<file path="src/rtl/midsel_pkg.sv">
package midsel_pkg;
  localparam int CH_N  = 3;
  localparam int IDX_W = 2;

  typedef enum logic {
    SUBST_MID  = 1'b0,
    SUBST_HOLD = 1'b1
  } subst_e;
endpackage

</file>
<file path="src/rtl/midsel_dev.sv">
// Deviation screen for one channel: distance to the reference with one
// guard bit, compared strictly against the limit.
module midsel_dev #(
  parameter int DW = 16
) (
  input  logic [DW-1:0] smp,
  input  logic [DW-1:0] ref_val,
  input  logic [DW-1:0] eps,
  output logic          over
);
  localparam int XW = DW + 1;

  logic signed [XW-1:0] diff;
  logic        [XW-1:0] mag;

  always_comb begin
    diff = $signed({smp[DW-1], smp}) - $signed({ref_val[DW-1], ref_val});
    mag  = diff[XW-1] ? (~diff + {{(XW-1){1'b0}}, 1'b1}) : diff;
    over = (mag > {1'b0, eps});
  end
endmodule

</file>
<file path="src/rtl/midsel_subst.sv">
// Replaces a blocked sample by the configured stand-in value.
module midsel_subst
  import midsel_pkg::*;
#(
  parameter int DW = 16
) (
  input  logic [DW-1:0] smp,
  input  logic          blocked,
  input  subst_e        mode,
  input  logic [DW-1:0] prev_out,
  output logic [DW-1:0] operand
);
  logic [DW-1:0] stand_in;

  always_comb begin
    stand_in = (mode == SUBST_HOLD) ? prev_out : '0;
    operand  = blocked ? stand_in : smp;
  end
endmodule

</file>
<file path="src/rtl/midsel_med3.sv">
// Median of three signed operands by rank counting; the lowest index wins
// among operands that share the median value.
module midsel_med3
  import midsel_pkg::*;
#(
  parameter int DW = 16
) (
  input  logic [CH_N-1:0][DW-1:0] vals,
  output logic [DW-1:0]           med,
  output logic [IDX_W-1:0]        med_idx
);
  logic [CH_N-1:0][1:0] n_lo;
  logic [CH_N-1:0][1:0] n_hi;
  logic [CH_N-1:0]      is_mid;

  for (genvar gi = 0; gi < CH_N; gi++) begin : g_rank
    always_comb begin
      n_lo[gi] = 2'd0;
      n_hi[gi] = 2'd0;
      for (int j = 0; j < CH_N; j++) begin
        if (j != gi) begin
          if ($signed(vals[j]) < $signed(vals[gi])) n_lo[gi] = n_lo[gi] + 2'd1;
          if ($signed(vals[j]) > $signed(vals[gi])) n_hi[gi] = n_hi[gi] + 2'd1;
        end
      end
      is_mid[gi] = (n_lo[gi] <= 2'd1) && (n_hi[gi] <= 2'd1);
    end
  end

  always_comb begin
    if (is_mid[0]) begin
      med_idx = 2'd0;
      med     = vals[0];
    end else if (is_mid[1]) begin
      med_idx = 2'd1;
      med     = vals[1];
    end else begin
      med_idx = 2'd2;
      med     = vals[2];
    end
  end
endmodule

</file>
<file path="src/rtl/midsel_guard.sv">
module midsel_guard
  import midsel_pkg::*;
#(
  parameter int DW = 16
) (
  input  logic          clk,
  input  logic          rst_n,
  input  logic          smp_valid,
  input  logic [DW-1:0] ch0_smp,
  input  logic [DW-1:0] ch1_smp,
  input  logic [DW-1:0] ch2_smp,
  input  logic [DW-1:0] eps_limit,
  input  logic          hold_mode,
  input  logic          clr_block,
  output logic [DW-1:0] sel_out,
  output logic [2:0]    block_mask,
  output logic [1:0]    sel_idx
);
  logic [CH_N-1:0][DW-1:0] smp_vec;
  logic [CH_N-1:0][DW-1:0] opnd_vec;
  logic [CH_N-1:0]         over_vec;
  logic [CH_N-1:0]         new_blk;
  logic [CH_N-1:0]         mask_base;
  logic [CH_N-1:0]         mask_eff;
  logic [CH_N-1:0]         mask_d;
  logic [CH_N-1:0]         mask_q;
  logic [DW-1:0]           out_q;
  logic [IDX_W-1:0]        idx_q;
  logic                    armed_q;
  logic                    armed_d;
  logic [DW-1:0]           med;
  logic [IDX_W-1:0]        med_idx;
  subst_e                  mode;

  assign smp_vec = {ch2_smp, ch1_smp, ch0_smp};
  assign mode    = subst_e'(hold_mode);

  for (genvar gc = 0; gc < CH_N; gc++) begin : g_chan
    midsel_dev #(.DW(DW)) u_dev (
      .smp     (smp_vec[gc]),
      .ref_val (out_q),
      .eps     (eps_limit),
      .over    (over_vec[gc])
    );

    midsel_subst #(.DW(DW)) u_subst (
      .smp      (smp_vec[gc]),
      .blocked  (mask_eff[gc]),
      .mode     (mode),
      .prev_out (out_q),
      .operand  (opnd_vec[gc])
    );
  end

  midsel_med3 #(.DW(DW)) u_med (
    .vals    (opnd_vec),
    .med     (med),
    .med_idx (med_idx)
  );

  // Next-state: the clear drops the old mask before this sample's blocks merge.
  always_comb begin
    new_blk   = armed_q ? over_vec : '0;
    mask_base = clr_block ? '0 : mask_q;
    mask_eff  = mask_base | new_blk;
    mask_d    = smp_valid ? mask_eff : mask_base;
    armed_d   = armed_q | smp_valid;
  end

  always_ff @(posedge clk or negedge rst_n) begin
    if (!rst_n) begin
      mask_q  <= '0;
      armed_q <= 1'b0;
    end else begin
      mask_q  <= mask_d;
      armed_q <= armed_d;
    end
  end

  always_ff @(posedge clk or negedge rst_n) begin
    if (!rst_n) begin
      out_q <= '0;
      idx_q <= '0;
    end else if (smp_valid) begin
      out_q <= med;
      idx_q <= med_idx;
    end
  end

  assign sel_out    = out_q;
  assign block_mask = mask_q;
  assign sel_idx    = idx_q;
endmodule

</file>
<file path="config.mk">
export PLATFORM = sky130hd
export DESIGN_NAME = midsel_guard
export DESIGN_NICKNAME = d
export VERILOG_FILES = /design/src/rtl/midsel_pkg.sv /design/src/rtl/midsel_dev.sv /design/src/rtl/midsel_subst.sv /design/src/rtl/midsel_med3.sv /design/src/rtl/midsel_guard.sv
export SDC_FILE = /design/constraint.sdc
export NUM_CORES = 1
export LEC_CHECK = 0
export BUFFER_PORTS_ARGS = -buffer_cell sky130_fd_sc_hd__buf_2
export CORE_MARGIN = 5
export CORE_UTILIZATION = 28
export DETAILED_ROUTE_END_ITERATION = 8
export PLACE_DENSITY = 0.51
export REMOVE_ABC_BUFFERS = 1
export SLEW_MARGIN = 20
export SYNTH_ARGS = -nofsm -noshare
export SYNTH_HDL_FRONTEND = slang
export SYNTH_SLANG_ARGS = --single-unit
</file>
<file path="constraint.sdc">
create_clock -name clk -period 17.6 [get_ports clk]
set_clock_uncertainty 0.05 [all_clocks]
set_input_delay 0.88 -clock clk [delete_from_list [all_inputs] [get_ports clk]]
set_output_delay 0.88 -clock clk [all_outputs]
set_load 0.02 [all_outputs]
</file>
==> flow_summary.rst <==
.. list-table::
   :header-rows: 1

   * - Metric
     - Value
   * - Status
     - complete, no violations
   * - Biggest area contributors in the synthesized netlist
     - ha_1 (23%), dfrtp_1 (6.9%), a21oi_1 (6.0%)
   * - Number of hold-repair buffers added at the cts stage
     - 0
   * - # setup viols final
     - 0
   * - Boundary Pins
     - 90
   * - Synthesized flop and latch total
     - 22
   * - Maximum fanout along the worst path
     - 43
   * - Root Buffer
     - clkbuf_16
   * - Inserted Clock Buffers
     - 3
   * - Routed length per instance
     - 19.9 um
   * - Arrival time of the worst setup path
     - 9.10 ns
   * - Violation count after the first detailed-routing iteration
     - 654
   * - Via count of the first global-routing pass
     - 8,270
   * - Effective utilization at floorplan
     - 28.5%
   * - Total routing resource utilization after global routing
     - 18.8%
   * - Core box area
     - 27,900 um^2
   * - Placed Cells
     - 1,548
   * - Hold depth
     - 2
   * - Post-cts gate resize count
     - 0
   * - Cell count after synthesis
     - 1,115
   * - Routability-driven placement congestion ratio
     - 0.883
   * - Maximum root-to-sink buffer count
     - 2
   * - Number of cells on the worst reg-to-reg path
     - 32
   * - Area leader, netlist
     - ha_1
   * - Area overhead of the layout relative to synthesis
     - 11.4%
   * - Remaining global-route overflow
     - 0
   * - Number of antenna violations at the first check in global routing
     - 0
   * - Startpoint of the worst register-to-register path
     - sel_out[4]
   * - Highest Clock Rate
     - 0.112 GHz
   * - Hold WC Path Type
     - reg2reg
   * - Share of the clock period used by the worst path
     - 50.9%
   * - Sort of element at the start of the critical path
     - input pin
   * - Leading cell type in the layout, fill and taps excluded
     - ha_1
   * - Final count of hold timing violations
     - 0
   * - Standard cell area after detailed placement
     - 8780 um^2
   * - Capture instance of the worst register-to-register path
     - sel_out[14]
   * - Post-DP HPWL
     - 26.1 mm
   * - Cell area after synthesis
     - 7970 um^2
   * - Warnings, synthesis
     - 0
   * - Post-CTS Setup Inserts
     - 0
   * - CP max stage delay
     - 0.90 ns
   * - Worst path required time
     - 17.74 ns
   * - Count of pins over their slew limit
     - 0
   * - Top cell type's share of synthesized area
     - 23.1%
   * - Routed Antenna Nets
     - 0
   * - Slew headroom
     - 24.3%
   * - Proportion of synthesized chip area in sequential cells
     - 6.91%
   * - Ys flop type
     - dfrtp_1
   * - Overall die area
     - 31,900 um^2
   * - Tmin final
     - 8.96 ns
   * - Number of maximum-capacitance constraint violations
     - 0
   * - Worst R2R Setup Slack
     - 8.78 ns
   * - CTS tree
     - yes
   * - Number of placement rows
     - 61
   * - Vias after detailed routing
     - 8,617
   * - Share of async-settable or async-resettable flops after synthesis
     - 100%
   * - Unique cell type count in the Yosys netlist
     - 77
   * - Startpoint of the lowest-slack hold path
     - sel_idx[1]
   * - Critical-path top delay cell
     - nor3_2
   * - Ratio of cells with drive above 1 in the final layout
     - 11.0%
   * - Worst Setup Path Type
     - in2reg
   * - Floorplan die width
     - 179 um
   * - Worst-margin pin slew
     - 1.13 ns
   * - Final cell count without fillers
     - 1,552
   * - Num Clock Sinks
     - 22
   * - Category of the worst setup path capture point
     - register
   * - Level count of the clock H-tree
     - 1
   * - Setup TNS
     - 0 ns
   * - Antenna cells
     - 0
   * - Number of enable flip-flop cells after synthesis
     - 0
   * - Number of search-and-repair iterations in the first detailed-routing pass
     - 7
   * - Avg Synthesized Cell Area
     - 7.15 um^2
   * - Post-route design area
     - 8870 um^2
   * - Post-Route Hold Slack
     - 0.533 ns
   * - Overall die height
     - 179 um
   * - Clock-pin slew reported for the worst setup and hold paths after clock tree synthesis
     - 0.07 ns
   * - Total routed wirelength
     - 30.8 mm
   * - Port buffer count
     - 89
   * - Number of nets in the layout
     - 1,394
   * - Global-route wire length before repair
     - 47.1 mm
   * - Most used cells in the layout excluding fill and tap cells
     - ha_1 (147), nor2_1 (106), a21oi_1 (96), nand2_1 (95), buf_2 (89)
   * - DRC errors left
     - 0
   * - Via density per instance
     - 5.55
   * - Pin count of the biggest net entering global routing
     - 44
   * - Worst-Skew Late Latency
     - 0.27 ns
   * - Setup repair after global routing missed its margin
     - no
   * - Hold EP
     - sel_idx[1]
critical path, delay by kind of cell:
family | cells | cell delay (ns)
fa+ha+maj | 3 | 1.02
compound gates | 13 | 3.09
simple gates | 12 | 3.19
xor+xnor | 1 | 0.18
buf+inv | 3 | 0.69
worst max path at each step:
| stage | start | endpoint | cells past startpoint |
|---|---|---|---|
| 2_1_floorplan | ch1_smp[0] | sel_out[15] | 30 |
| 3_3_place_gp | ch1_smp[0] | sel_out[13] | 33 |
| 3_5_place_dp | ch1_smp[0] | sel_out[4] | 33 |
| 4_1_cts | ch1_smp[0] | sel_out[4] | 33 |
| 5_1_grt | ch0_smp[4] | sel_out[4] | 33 |
| 6_report | ch0_smp[4] | sel_out[14] | 32 |
cell usage after synthesis (5+ instances only):
cell,n
nor2_1,107
inv_1,63
clkbuf_1,32
a41oi_1,5
ha_1,147
a222oi_1,15
a211o_1,8
a2111oi_0,5
xnor2_1,39
nand4_1,17
a211oi_1,10
or2_2,6
o22ai_1,5
a21oi_1,96
o211ai_1,13
nand2b_1,12
a31oi_1,24
nand3_1,29
dfrtp_1,22
nor3_1,18
o21a_1,22
o2111ai_1,6
or3_1,7
and3_1,12
nand2_1,95
nor4_1,9
o21ai_1,10
a21o_1,32
xor2_1,24
nor2b_1,27
o21ai_0,71
and4_1,5
and2_1,28
mux2i_1,6
state kept, by name, indices dropped and copies added, names as in the netlist:
name / cells
block_mask: 3
sel_idx: 2
sel_out: 16
armed_q: 1
final cells by class:
class                           count  area, um^2
Clock buffer                        4        88.8
Fill cell                        3103       19100
Inverter                           63         236
Multi-Input combinational cell    989        7030
Sequential cell                    22         551
Tap cell                          378         473
Timing Repair Buffer               96         498
kinds of logic after synthesis:
| family | after synthesis | share of synthesized area, % |
|---|---|---|
| mux | 8 | 1.04 |
| flops | 22 | 6.91 |
| fa+ha+maj | 150 | 23.8 |
| compound gates | 374 | 31.3 |
| buf+inv | 104 | 5.31 |
| simple gates | 393 | 24.5 |
| xor+xnor | 64 | 7.13 |
per-layer routing:
metal / wire (um) / GRT usage (%)
met1: 14300 / 26.4
met2: 14200 / 31.1
met3: 1620 / 1.35
met4: 652 / 4.83
met5: 0 / 0
per-stage QoR:
stage          worst slack (ns)  util (%)
3_3_place_gp               8.15      31.4
5_1_grt                    8.00      31.8
2_1_floorplan              8.31         -
6_report                   8.64      31.8
4_1_cts                    8.78      31.8
3_5_place_dp               8.51      31.4
Power is not shown: default switching activity piles up to over one toggle a cycle in this logic, so the estimate is an artifact.
